[config.mk]
export PLATFORM = sky130hd
export DESIGN_NAME = thresh_cal_seq
export DESIGN_NICKNAME = d
export VERILOG_FILES = /design/src/rtl/thresh_cal_pkg.sv /design/src/rtl/cal_sync.sv /design/src/rtl/cal_settle_timer.sv /design/src/rtl/cal_midpoint.sv /design/src/rtl/thresh_cal_seq.sv
export SDC_FILE = /design/constraint.sdc
export NUM_CORES = 1
export LEC_CHECK = 0
export BUFFER_PORTS_ARGS = -buffer_cell sky130_fd_sc_hd__buf_2
export CAP_MARGIN = 20
export CORE_ASPECT_RATIO = 0.75
export CORE_UTILIZATION = 30
export DETAILED_ROUTE_END_ITERATION = 7
export GPL_TIMING_DRIVEN = 0
export PLACE_DENSITY_LB_ADDON = 0.08
export SLEW_MARGIN = 0
export SYNTH_ARGS = -nofsm -noshare
export SYNTH_HDL_FRONTEND = slang
export SYNTH_SLANG_ARGS = --single-unit
[constraint.sdc]
create_clock -name clk -period 2.3 [get_ports clk]
set_clock_uncertainty 0.1 [all_clocks]
set_input_delay 0.115 -clock clk [delete_from_list [all_inputs] [get_ports clk]]
set_output_delay 0.115 -clock clk [all_outputs]
set_load 0.05 [all_outputs]
[src/rtl/thresh_cal_pkg.sv]
// Shared types for the threshold calibration sequencer.
// Assumes: nothing beyond IEEE 1800-2017.
package thresh_cal_pkg;

    // Sequencer control states.
    typedef enum logic [2:0] {
        ST_IDLE   = 3'd0,
        ST_ASK    = 3'd1,
        ST_STEP   = 3'd2,
        ST_SETTLE = 3'd3,
        ST_COMMIT = 3'd4
    } cal_state_t;

    // Sweep phase: which lighting condition is being measured.
    typedef enum logic {
        PH_BRIGHT = 1'b0,
        PH_DARK   = 1'b1
    } cal_phase_t;

endpackage

[src/rtl/cal_sync.sv]
// Multi-flop synchronizer for a single asynchronous bit.
// Assumes: the input is a level that stays stable for several clocks;
// resets to 0 so a comparator reads "not tripped" after reset.
module cal_sync #(
    parameter int STAGES = 2
) (
    input  logic clk,
    input  logic rst_n,
    input  logic d_i,
    output logic q_o
);
    logic [STAGES-1:0] chain;

    generate
        for (genvar g = 0; g < STAGES; g++) begin : g_stage
            // Each stage samples the previous one (stage 0 samples the pin).
            always_ff @(posedge clk) begin
                if (!rst_n) chain[g] <= 1'b0;
                else if (g == 0) chain[g] <= d_i;
                else chain[g] <= chain[(g == 0) ? 0 : g-1];
            end
        end
    endgenerate

    assign q_o = chain[STAGES-1];
endmodule

[src/rtl/cal_settle_timer.sv]
// Down-counter that measures the settling window after a DAC write.
// Assumes: load is a one-cycle pulse; expired_o is high whenever the
// count has reached zero, including while idle.
module cal_settle_timer #(
    parameter int W = 9
) (
    input  logic         clk,
    input  logic         rst_n,
    input  logic         load_i,
    input  logic [W-1:0] load_val_i,
    output logic         expired_o
);
    logic [W-1:0] cnt;

    // Load on request, otherwise count down to zero and hold.
    always_ff @(posedge clk) begin
        if (!rst_n)          cnt <= '0;
        else if (load_i)     cnt <= load_val_i;
        else if (cnt != '0)  cnt <= cnt - 1'b1;
    end

    assign expired_o = (cnt == '0);
endmodule

[src/rtl/cal_midpoint.sv]
// Integer midpoint of two codes, using a sum one bit wider than a code.
// Assumes: purely combinational; result rounds toward zero.
module cal_midpoint #(
    parameter int CODE_W = 10
) (
    input  logic [CODE_W-1:0] a_i,
    input  logic [CODE_W-1:0] b_i,
    output logic [CODE_W-1:0] mid_o
);
    localparam int SUM_W = CODE_W + 1;
    logic [SUM_W-1:0] sum;

    // Widen both operands so the top carry is kept before halving.
    always_comb begin
        sum   = {1'b0, a_i} + {1'b0, b_i};
        mid_o = sum[SUM_W-1:1];
    end
endmodule

[src/rtl/thresh_cal_seq.sv]
// Threshold calibration sequencer: two upward DAC sweeps (bright, then
// dark) against a comparator, then commits the midpoint of the two trip
// codes. Assumes: settle_i is stable during a run; cmp_i is high when
// the comparator has tripped; the condition handshake is a level request
// answered by an acknowledge.
module thresh_cal_seq #(
    parameter int CODE_W      = 10,
    parameter int SETTLE_W    = 8,
    parameter int SYNC_STAGES = 2
) (
    input  logic                clk,
    input  logic                rst_n,
    input  logic                start_i,
    input  logic [SETTLE_W-1:0] settle_i,
    output logic                cond_req_o,
    output logic                cond_bright_o,
    input  logic                cond_ack_i,
    input  logic                cmp_i,
    output logic [CODE_W-1:0]   dac_code_o,
    output logic                dac_wr_o,
    output logic                done_o,
    output logic                err_o
);
    import thresh_cal_pkg::*;

    localparam logic [CODE_W-1:0] CODE_TOP = {CODE_W{1'b1}};
    localparam int                TMR_W    = SETTLE_W + 1;

    cal_state_t        state;
    cal_phase_t        phase;
    logic [CODE_W-1:0] sweep_code;
    logic [CODE_W-1:0] bright_code;
    logic [CODE_W-1:0] dark_code;
    logic [CODE_W-1:0] saved_code;
    logic [CODE_W-1:0] dac_q;
    logic              wr_q;
    logic              done_q;
    logic              err_q;
    logic              cmp_s;
    logic              tmr_done;
    logic              tmr_load;
    logic [TMR_W-1:0]  tmr_val;
    logic [CODE_W-1:0] mid_code;
    logic              busy;

    // Comparator crosses into this clock domain here.
    cal_sync #(.STAGES(SYNC_STAGES)) u_sync (
        .clk   (clk),
        .rst_n (rst_n),
        .d_i   (cmp_i),
        .q_o   (cmp_s)
    );

    // Settle window covers the user delay plus the synchronizer latency.
    always_comb begin
        tmr_load = (state == ST_STEP);
        tmr_val  = {1'b0, settle_i} + TMR_W'(SYNC_STAGES);
    end

    cal_settle_timer #(.W(TMR_W)) u_timer (
        .clk        (clk),
        .rst_n      (rst_n),
        .load_i     (tmr_load),
        .load_val_i (tmr_val),
        .expired_o  (tmr_done)
    );

    cal_midpoint #(.CODE_W(CODE_W)) u_mid (
        .a_i   (bright_code),
        .b_i   (dark_code),
        .mid_o (mid_code)
    );

    // Main sequencer: handshake, sweep stepping, trip capture, commit.
    always_ff @(posedge clk) begin
        if (!rst_n) begin
            state       <= ST_IDLE;
            phase       <= PH_BRIGHT;
            sweep_code  <= '0;
            bright_code <= '0;
            dark_code   <= '0;
            saved_code  <= '0;
            dac_q       <= '0;
            wr_q        <= 1'b0;
            done_q      <= 1'b0;
            err_q       <= 1'b0;
        end else begin
            wr_q   <= 1'b0;
            done_q <= 1'b0;
            unique case (state)
                ST_IDLE: begin
                    if (start_i) begin
                        err_q      <= 1'b0;
                        saved_code <= dac_q;
                        phase      <= PH_BRIGHT;
                        sweep_code <= '0;
                        state      <= ST_ASK;
                    end
                end
                ST_ASK: begin
                    if (cond_ack_i) state <= ST_STEP;
                end
                ST_STEP: begin
                    dac_q <= sweep_code;
                    wr_q  <= 1'b1;
                    state <= ST_SETTLE;
                end
                ST_SETTLE: begin
                    if (tmr_done) begin
                        if (cmp_s) begin
                            if (phase == PH_BRIGHT) begin
                                bright_code <= sweep_code;
                                phase       <= PH_DARK;
                                sweep_code  <= '0;
                                state       <= ST_ASK;
                            end else begin
                                dark_code <= sweep_code;
                                state     <= ST_COMMIT;
                            end
                        end else if (sweep_code == CODE_TOP) begin
                            dac_q <= saved_code;
                            wr_q  <= 1'b1;
                            err_q <= 1'b1;
                            state <= ST_IDLE;
                        end else begin
                            sweep_code <= sweep_code + 1'b1;
                            state      <= ST_STEP;
                        end
                    end
                end
                ST_COMMIT: begin
                    dac_q  <= mid_code;
                    wr_q   <= 1'b1;
                    done_q <= 1'b1;
                    state  <= ST_IDLE;
                end
                default: state <= ST_IDLE;
            endcase
        end
    end

    // Port views of the sequencer state.
    always_comb begin
        busy          = (state != ST_IDLE);
        cond_req_o    = (state == ST_ASK);
        cond_bright_o = (state == ST_ASK) && (phase == PH_BRIGHT);
        dac_code_o    = dac_q;
        dac_wr_o      = wr_q;
        done_o        = done_q;
        err_o         = err_q;
    end
endmodule

==> results, run 1 <==
- IR analysis of the VDD net gives a maximum drop of 0.000382 V.
- The area share of the largest cell type after synthesis is 0.369.
- Power spread over the standard cell area amounts to about 840 nW/um2.
- Based on the critical path, the design can be clocked at up to 465 MHz.
- The number of nets handed over by synthesis was ~480.
- The part of the Yosys area used for sequential elements is 0.369.
- In the final layout, the share of cells above drive strength 1 is 0.167.
- For this run, design rule violations remaining after detail routing come to 0.
- The filler-free cell count of the finished design is 660.
- Setup violations remaining at the end of the flow were counted as 0.
- The routed via count is approximately 3400.
- Of the total power, the share spent switching nets is 0.321.
- The number of sinks handled by clock tree synthesis is slightly below 70.
- After detailed routing, the wire length on met1 is 5880 um.
- The floorplan step defined a die boundary enclosing roughly 13000 um2.
- STA classifies the critical path startpoint as a register.
- The height of the chip is ~98 um.
- The endpoint required time on the critical path is about 2400 ps.
- The number of optimization iterations in the first detailed-route pass is 4.
- The mean instance size in the synthesized netlist is 8.22 um2.
- The count of final hold-check violations is 0.
- The count of synthesis-stage warnings from yosys is 0.
- The die boundary width is 130 um.
- The start point of the worst hold path is cond_ack_i.
- The clock root buffer is sky130_fd_sc_hd__clkbuf_16.
- The total routing usage reported by global routing is 0.188.
- The buffer depth of the longest clock path is 2.
- The count of max-cap constraint violations is 0.
- Hold timing on the final database bottoms out at a slack of 29.0 ps.
- In the synthesized netlist the dominant register cell turns out to be sky130_fd_sc_hd__dfxtp_1.
- The critical path capture point type is a register.
- Pin placement for this block handled 28 I/O pins.
- The maximum number of pins on one net before global-route repair is 11.
- For this run, asynchronously set or reset flops after synthesis account for 0.
- The worst setup path startpoint is u_timer.cnt[1].
- The clock tree from TritonCTS is done.
- The number of antenna violations at the first check in global routing is 0.
- In the final timing run, aggregate negative setup slack is 0 ps.
- The leading area contributor after synthesis is sky130_fd_sc_hd__dfxtp_1.
- The share of total power in combinational logic is 0.264.
- The number of max-slew violations in the final report was 0.
- The leakage component of the power is ~1.8 nW.
- At the end of the flow, the number of nets in the layout was 520.
- The detailed router's first-iteration violation count is between 150 and 200.
- The number of placed instances, taps included, is 637.
- The clock insertion delay at the later pin of the skew report is 330 ps.
- The final antenna diode count is 0.
- At the placement stage, the worst setup path has a slack of -261 ps.
- For this design the total switching power over the nets is around 1.2 mW.
- The residual overflow from global routing is 0.
- Measured on the finished design, the core utilization comes to 0.377.
- The per-cell via count in the routed design is around 5.
- The power after layout is 3.71 mW.
- The type of the worst setup path is register to register.
- The startpoint of the most critical register-to-register path is u_timer.cnt[1].
- The met2 layer wire length in the routed design is about 4500 um.
- Dividing the final minimum period by the clock period gives 0.935.
- Summing all non-filler instances in the final layout gives an area of between 4000 and 5000 um2.
- After layout, the worst setup slack is around 150 ps.
- The number of clock buffers inserted by TritonCTS is 9.
- During placement, the flow inserted port buffers numbering 26.
- The via count of the first global-routing pass was between 3000 and 4000.
- The effective utilization at floorplan is 0.313.
- The power share of the clock group is 0.355.
- The number of distinct library cell variants in the gate-level netlist after synthesis is just under 60.
- CTS built an H-tree with a depth of 3.
- The number of synthesized register bits is 68.
- The first global-routing pass estimated roughly 18000 um of wire.
- The part of the power in registers is 0.381.
- Summed over all nets, wire length on met3 after detailed routing comes to approximately 720 um.
- The remaining antenna violation count after routing is 0.
- The mean routed wirelength per cell is ~17 um.
- The top layer used by detailed routing is met4.
- The placed wire-length estimate is 8240 um.
- The routability congestion estimate from global placement is ~0.80.
- Once placement finished, the instance area stood at 4030 um2.
- After floorplanning, the core was divided into 34 placement rows.
- The combined area of all synthesized cells is ~3700 um2.
- The run finished with clean final reports.
- Of all nets on the critical path, the largest fanout is 8.
- Synthesis produced around 450 cells.
- The transition time at the pin with the least slew margin is ~630 ps.
- The class of the most critical hold timing path is primary input to register.
- The total internal power is between 2 and 3 mW.
- Relative to the synthesized area, the layout overhead comes to 20.6%.
- The core region is ~12000 um2.
- For the worst setup path, the data arrival time is 2290 ps.
- Sorting the synthesized cells by area gives the leading types as sky130_fd_sc_hd__dfxtp_1, sky130_fd_sc_hd__nand2_1, sky130_fd_sc_hd__a21boi_0, sky130_fd_sc_hd__ha_1, sky130_fd_sc_hd__o21ai_0.
- Yosys mapped a number of flops with a built-in enable equal to 0.
- The worst path needs approximately 2200 ps of the cycle, external delays included.
- The register clock-pin slew on the reported worst setup and hold paths is ~60 ps.
- The remaining max-slew budget at the tightest pin is 0.582.
- The total wire length after detailed routing is between 10000 and 15000 um.
==> cell type report <==
class / instances / area, um2
Buffer: 26 / 129
Clock buffer: 15 / 278
Clock inverter: 1 / 5.00
Fill cell: 1248 / 7340
Inverter: 8 / 30.0
Multi-Input combinational cell: 345 / 2230
Sequential cell: 68 / 1370
Tap cell: 162 / 203
Timing Repair Buffer: 35 / 206
==> routing by layer <==
metal,vias to the layer above,track usage
met5,-,0
met4,0,0.0483
met3,10,0.0444
met2,63,0.261
met1,1612,0.285
li1,1696,-
==> cells in the mapped netlist, types with 6 or more instances <==
library cell and count:
sky130_fd_sc_hd__nand2_1 88, sky130_fd_sc_hd__dfxtp_1 68, sky130_fd_sc_hd__a21boi_0 33, sky130_fd_sc_hd__o21ai_0 25, sky130_fd_sc_hd__nor2_1 20, sky130_fd_sc_hd__clkbuf_1 18, sky130_fd_sc_hd__nand3_1 17, sky130_fd_sc_hd__a21oi_1 13
sky130_fd_sc_hd__ha_1 13, sky130_fd_sc_hd__and2_1 11, sky130_fd_sc_hd__xnor2_1 9, sky130_fd_sc_hd__a31oi_1 8, sky130_fd_sc_hd__inv_1 8, sky130_fd_sc_hd__nand4_1 8, sky130_fd_sc_hd__o211a_1 8, sky130_fd_sc_hd__and3_1 7
sky130_fd_sc_hd__nor3_1 7, sky130_fd_sc_hd__a22oi_1 6, sky130_fd_sc_hd__buf_2 6
==> power by group through the flow <==
| stage | clock network, mW | registers (mW) | logic (mW) |
|---|---|---|---|
| 2_1_floorplan | 0 | 1.43 | 0.628 |
| 3_3_place_gp | 0 | 1.42 | 0.892 |
| 3_5_place_dp | 0 | 1.41 | 0.888 |
| 4_1_cts | 1.36 | 1.39 | 0.904 |
| 5_1_grt | 1.41 | 1.43 | 1.09 |
| 6_report | 1.32 | 1.41 | 0.982 |
==> state kept, by name, summed over array words and instances, names as in the netlist <==
signal / flops
bright_code: 10
dac_code_o: 10
dark_code: 10
saved_code: 10
sweep_code: 10
u_timer.cnt: 9
state: 3
dac_wr_o: 1
done_o: 1
err_o: 1
phase: 1
u_sync.chain: 1
u_sync.q_o: 1
==> kinds of logic (layout without fill, tap and decap cells) <==
| family | after synthesis | in the layout | synth area share |
|---|---|---|---|
| AO/OA/AOI/OAI | 125 | 125 | 0.242 |
| adder cells (fa/ha/maj) | 14 | 14 | 0.0495 |
| flip-flops | 68 | 68 | 0.369 |
| buffers and inverters | 36 | 85 | 0.0434 |
| XOR/XNOR | 12 | 12 | 0.0285 |
| AND/OR/NAND/NOR | 190 | 190 | 0.256 |
| multiplexers | 4 | 4 | 0.0112 |
==> cells in the final DEF (no fill, tap or decap), drive strengths merged, types with 3 or more instances in the layout <==
master / instances
a211oi: 3
a21boi: 33
a21o: 4
a21oi: 13
a221oi: 5
a22oi: 6
a31oi: 8
and2: 11
and3: 7
buf: 41
clkbuf: 33
dfxtp: 68
ha: 13
inv: 8
mux2i: 3
nand2: 89
nand2b: 3
nand3: 17
nand3b: 4
nand4: 8
nor2: 21
nor2b: 4
nor3: 8
nor3b: 5
o211a: 8
o21a: 3
o21ai: 27
or3: 3
xnor2: 9
xor2: 3
==> worst paths after layout <==
kind                                 endpoint  slack [ps]  cells past startpoint
worst max-delay path            sweep_code[4]         150                      8
worst min-delay path                 state[1]          30                      3
worst max register to register  sweep_code[4]         150                      8
worst min register to register     u_sync.q_o         330                      1
==> repair_timing <==
item	in CTS	in global routing
endpoints found under the hold margin	2	0
setup buffers	2	5
hold buffers	2	0
pin swaps	3	7
cloned	0	0
setup endpoints to repair	32	43
gates resized for setup	4	21
==> worst max-delay path: stages, from the launching register on <==
cell and delay [ps]:
sky130_fd_sc_hd__dfxtp_2 330, sky130_fd_sc_hd__inv_1 70, sky130_fd_sc_hd__ha_2 190, sky130_fd_sc_hd__nor4b_4 250, sky130_fd_sc_hd__nand4_1 150, sky130_fd_sc_hd__buf_6 160, sky130_fd_sc_hd__a221oi_4 400, sky130_fd_sc_hd__nand2_4 140
sky130_fd_sc_hd__o32ai_2 260
(Power assumes the default switching activity.)
==> run 2, diff against run 1 <==
BUFFER_PORTS_ARGS = -buffer_cell sky130_fd_sc_hd__buf_4   (was -buffer_cell sky130_fd_sc_hd__buf_2)
==> run 2 against run 1 <==
Net effect: hold slack gained 11 ps; register-to-register slack is essentially flat; largest power group unchanged; flip-flop and latch count is the same; sequential power is essentially flat; global-route usage grew 0.20 points; cell count shrank 0.76%; core utilization grew 0.50 points; wire length is essentially flat; via count shrank 1.2%; setup slack gained 13 ps.
==> results, run 2 (synthesized netlist as in run 1, its figures left out) <==
- The number of ports placed on the die boundary is 28 (unchanged).
- The count of input and output buffers came to 26 (unchanged).
- The count of final hold-check violations is 0 (unchanged).
- The via count of the first global-routing pass was 3259 (+1.2%).
- The count of fill cells added during filler insertion is 1253 (+0.40%).
- The count of unresolved DRC violations after routing is 0 (unchanged).
- The maximum number of pins on one net before global-route repair is 11 (unchanged).
- The power after layout came to 3.78 mW (+1.9%).
- The timing-limited maximum frequency is 468 MHz (+0.63%).
- The die boundary width came to 130 um (unchanged).
- The clock tree from TritonCTS is done.
- The buffer depth of the longest clock path is 2 (unchanged).
- The critical path capture point type is a register.
- The number of cells on the worst hold path is 3 (unchanged).
- The number of setup violations in the final report is 0 (unchanged).
- The routability congestion estimate from global placement is 0.788 (-1.1%).
- The placed wire-length estimate came to 8310 um (+0.93%).
- The cell row count is 34 (unchanged).
- The height of the chip is 98.0 um (unchanged).
- The mean routed wirelength per cell came to 17.2 um (+0.83%).
- The total wire length after detailed routing is 11300 um (about the same).
- The shortest clock period the worst path allows after layout came to 2140 ps (-13.5 ps).
- The number of antenna violations at the first check in global routing is 0 (unchanged).
- The remaining max-slew budget at the tightest pin is 0.598 (+0.0154).
- The clock insertion delay at the later pin of the skew report is 340 ps (about the same).
- The synthesis-to-layout area growth is 22.2%.
- The endpoint required time on the critical path came to 2450 ps (about the same).
- The leakage component of the power is 1.75 nW (-0.13%).
- In this run the critical register-to-register path is launched from u_timer.cnt[0].
- The power density normalized to cell area is 840 nW/um2 (+0.53%).
- The total routing usage reported by global routing came to 0.190 (+0.00199).
- The worst vdd rail ir drop is 0.000392 V (+2.7%).
- The data arrival at the endpoint of the critical path is 2290 ps (about the same).
- The core box area came to 11800 um2 (unchanged).
- The number of clock buffers inserted by TritonCTS is 9 (unchanged).
- The detailed router's first-iteration violation count is 238 (+24%).
- The library cell used most frequently in the layout, excluding fill and tap cells, is sky130_fd_sc_hd__nand2_1.
- The total die area came to 12700 um2 (unchanged).
- The end of the worst hold path is state[1].
- The number of max-slew violations in the final report is 0 (unchanged).
- The final antenna diode count is 0 (unchanged).
- The count of max-cap constraint violations is 0 (unchanged).
- The maximum level of the CTS H-tree is 3 (unchanged).
- The per-cell via count in the routed design is 5.10 (-0.46%).
- The final period utilization came to 0.929 (-0.00585).
- The transition time at the pin with the least slew margin came to 603 ps (-23.1 ps).
- The run finished with clean final reports.
- The residual overflow from global routing is 0 (unchanged).
- The net count of the finished layout is 515 (-0.96%).
- The effective utilization at floorplan was 0.313 (unchanged).
- The maximum fanout along the worst path is 8 (unchanged).
- In this run the clock root is driven by a sky130_fd_sc_hd__clkbuf_16.
- In this run the most critical hold path is launched from cond_ack_i.
- Setup repair after global routing left no endpoint under its margin.
- The number of optimization iterations in the first detailed-route pass is 4 (unchanged).
- The reg-to-reg endpoint is sweep_code[4].
- The sum of negative setup slack is 0 ps (unchanged).
- The number of sinks handled by clock tree synthesis is 68 (unchanged).
- The class of the most critical hold timing path is primary input to register.
- The placed standard-cell area is 4090 um2 (+1.6%).
- The tightest hold margin came to 40.4 ps (+11.5 ps).
- Leaving out fill and tap cells, the most frequent cells in the layout are sky130_fd_sc_hd__nand2_1, sky130_fd_sc_hd__dfxtp_1, sky130_fd_sc_hd__a21boi_0.
- The cell depth of the worst flop-to-flop path is 8 (unchanged).
- The layout cell share with drive strength beyond 1 is 0.156 (-0.0105).
- The area of all placed cells without fillers came to 4510 um2 (+1.3%).
- The sort of element at the start of the critical path is a register.
- The internal reg-to-reg setup slack is 160 ps (about the same).
- The register clock-pin slew on the reported worst setup and hold paths is 60 ps (about the same).
- The global-route wire length before repair was 18000 um (+1.2%).
- The remaining antenna violation count after routing is 0 (unchanged).
- The setup path with the least slack is of type register to register.
- The routed via count was 3340 (-1.2%).
## run 2: cell count changes in the layout (fill, tap and decap cells not counted), moves of 2 or more
cell                      change
sky130_fd_sc_hd__o21ai_1      -2
sky130_fd_sc_hd__o21ai_0      +2
sky130_fd_sc_hd__buf_2       -27
sky130_fd_sc_hd__buf_4       +22
## run 2: metrics by stage
step | utilization | instances | worst slack, ps
3_3_place_gp | 0.347 | 637 | -290
3_5_place_dp | 0.347 | 637 | -244
5_1_grt | 0.382 | 655 | 9.41
4_1_cts | 0.378 | 656 | 5.39
6_report | 0.382 | 655 | 163
2_1_floorplan | - | 449 | 77.9
## run 2: timing repair
action | in CTS | in global routing
setup endpoints to repair | 36 | 41
gates resized for setup | 6 | 18
pin swaps | 2 | 4
setup buffers | 2 | 1
endpoints found under the hold margin | 2 | 0
hold buffers | 2 | 0
## run 2: worst max-delay path, cell delays in order (launching register included)
cell and delay (ps):
sky130_fd_sc_hd__dfxtp_1 330, sky130_fd_sc_hd__inv_2 90, sky130_fd_sc_hd__ha_2 190, sky130_fd_sc_hd__nor4b_4 240, sky130_fd_sc_hd__nand4_1 110, sky130_fd_sc_hd__buf_4 180
sky130_fd_sc_hd__a221oi_4 400, sky130_fd_sc_hd__nand2_4 150, sky130_fd_sc_hd__o32ai_2 260
## run 2: how the worst max path moves through the flow
stage	start	to	slack, ps	cells after the start
2_1_floorplan	state[2]	cond_bright_o	80	3
3_3_place_gp	sweep_code[0]	dac_code_o[9]	-290	8
3_5_place_dp	sweep_code[0]	dac_code_o[9]	-240	8
4_1_cts	u_timer.cnt[0]	dark_code[8]	5	9
5_1_grt	u_timer.cnt[0]	sweep_code[8]	9	9
6_report	u_timer.cnt[0]	sweep_code[4]	160	8
## run 2: power breakdown
part	switching, mW	leakage, nW	internal, mW	total [mW]
clock network	0.505	0.144	0.901	1.41
registers	0.130	0.553	1.28	1.41
logic	0.561	1.05	0.409	0.970
total	1.20	1.75	2.59	3.78
## run 2: final cells by class
cell class | instances | area, um2 | area share
timing repair buffer | 31 | 250 | 0.0555
sequential | 68 | 1360 | 0.303
buffer | 25 | 128 | 0.0283
multi-input combinational | 345 | 2230 | 0.496
inverter | 8 | 30.0 | 0.00666
clock buffer | 15 | 268 | 0.0594
clock inverter | 1 | 30.0 | 0.00666
tap | 162 | 203 | 0.0450
## run 2: metal layers
layer,GRT usage,part of all wire,routed length [um]
met1,0.290,0.53,6030
met2,0.265,0.40,4510
met3,0.0422,0.055,619
met4,0.0456,0.010,113
met5,0,0,0
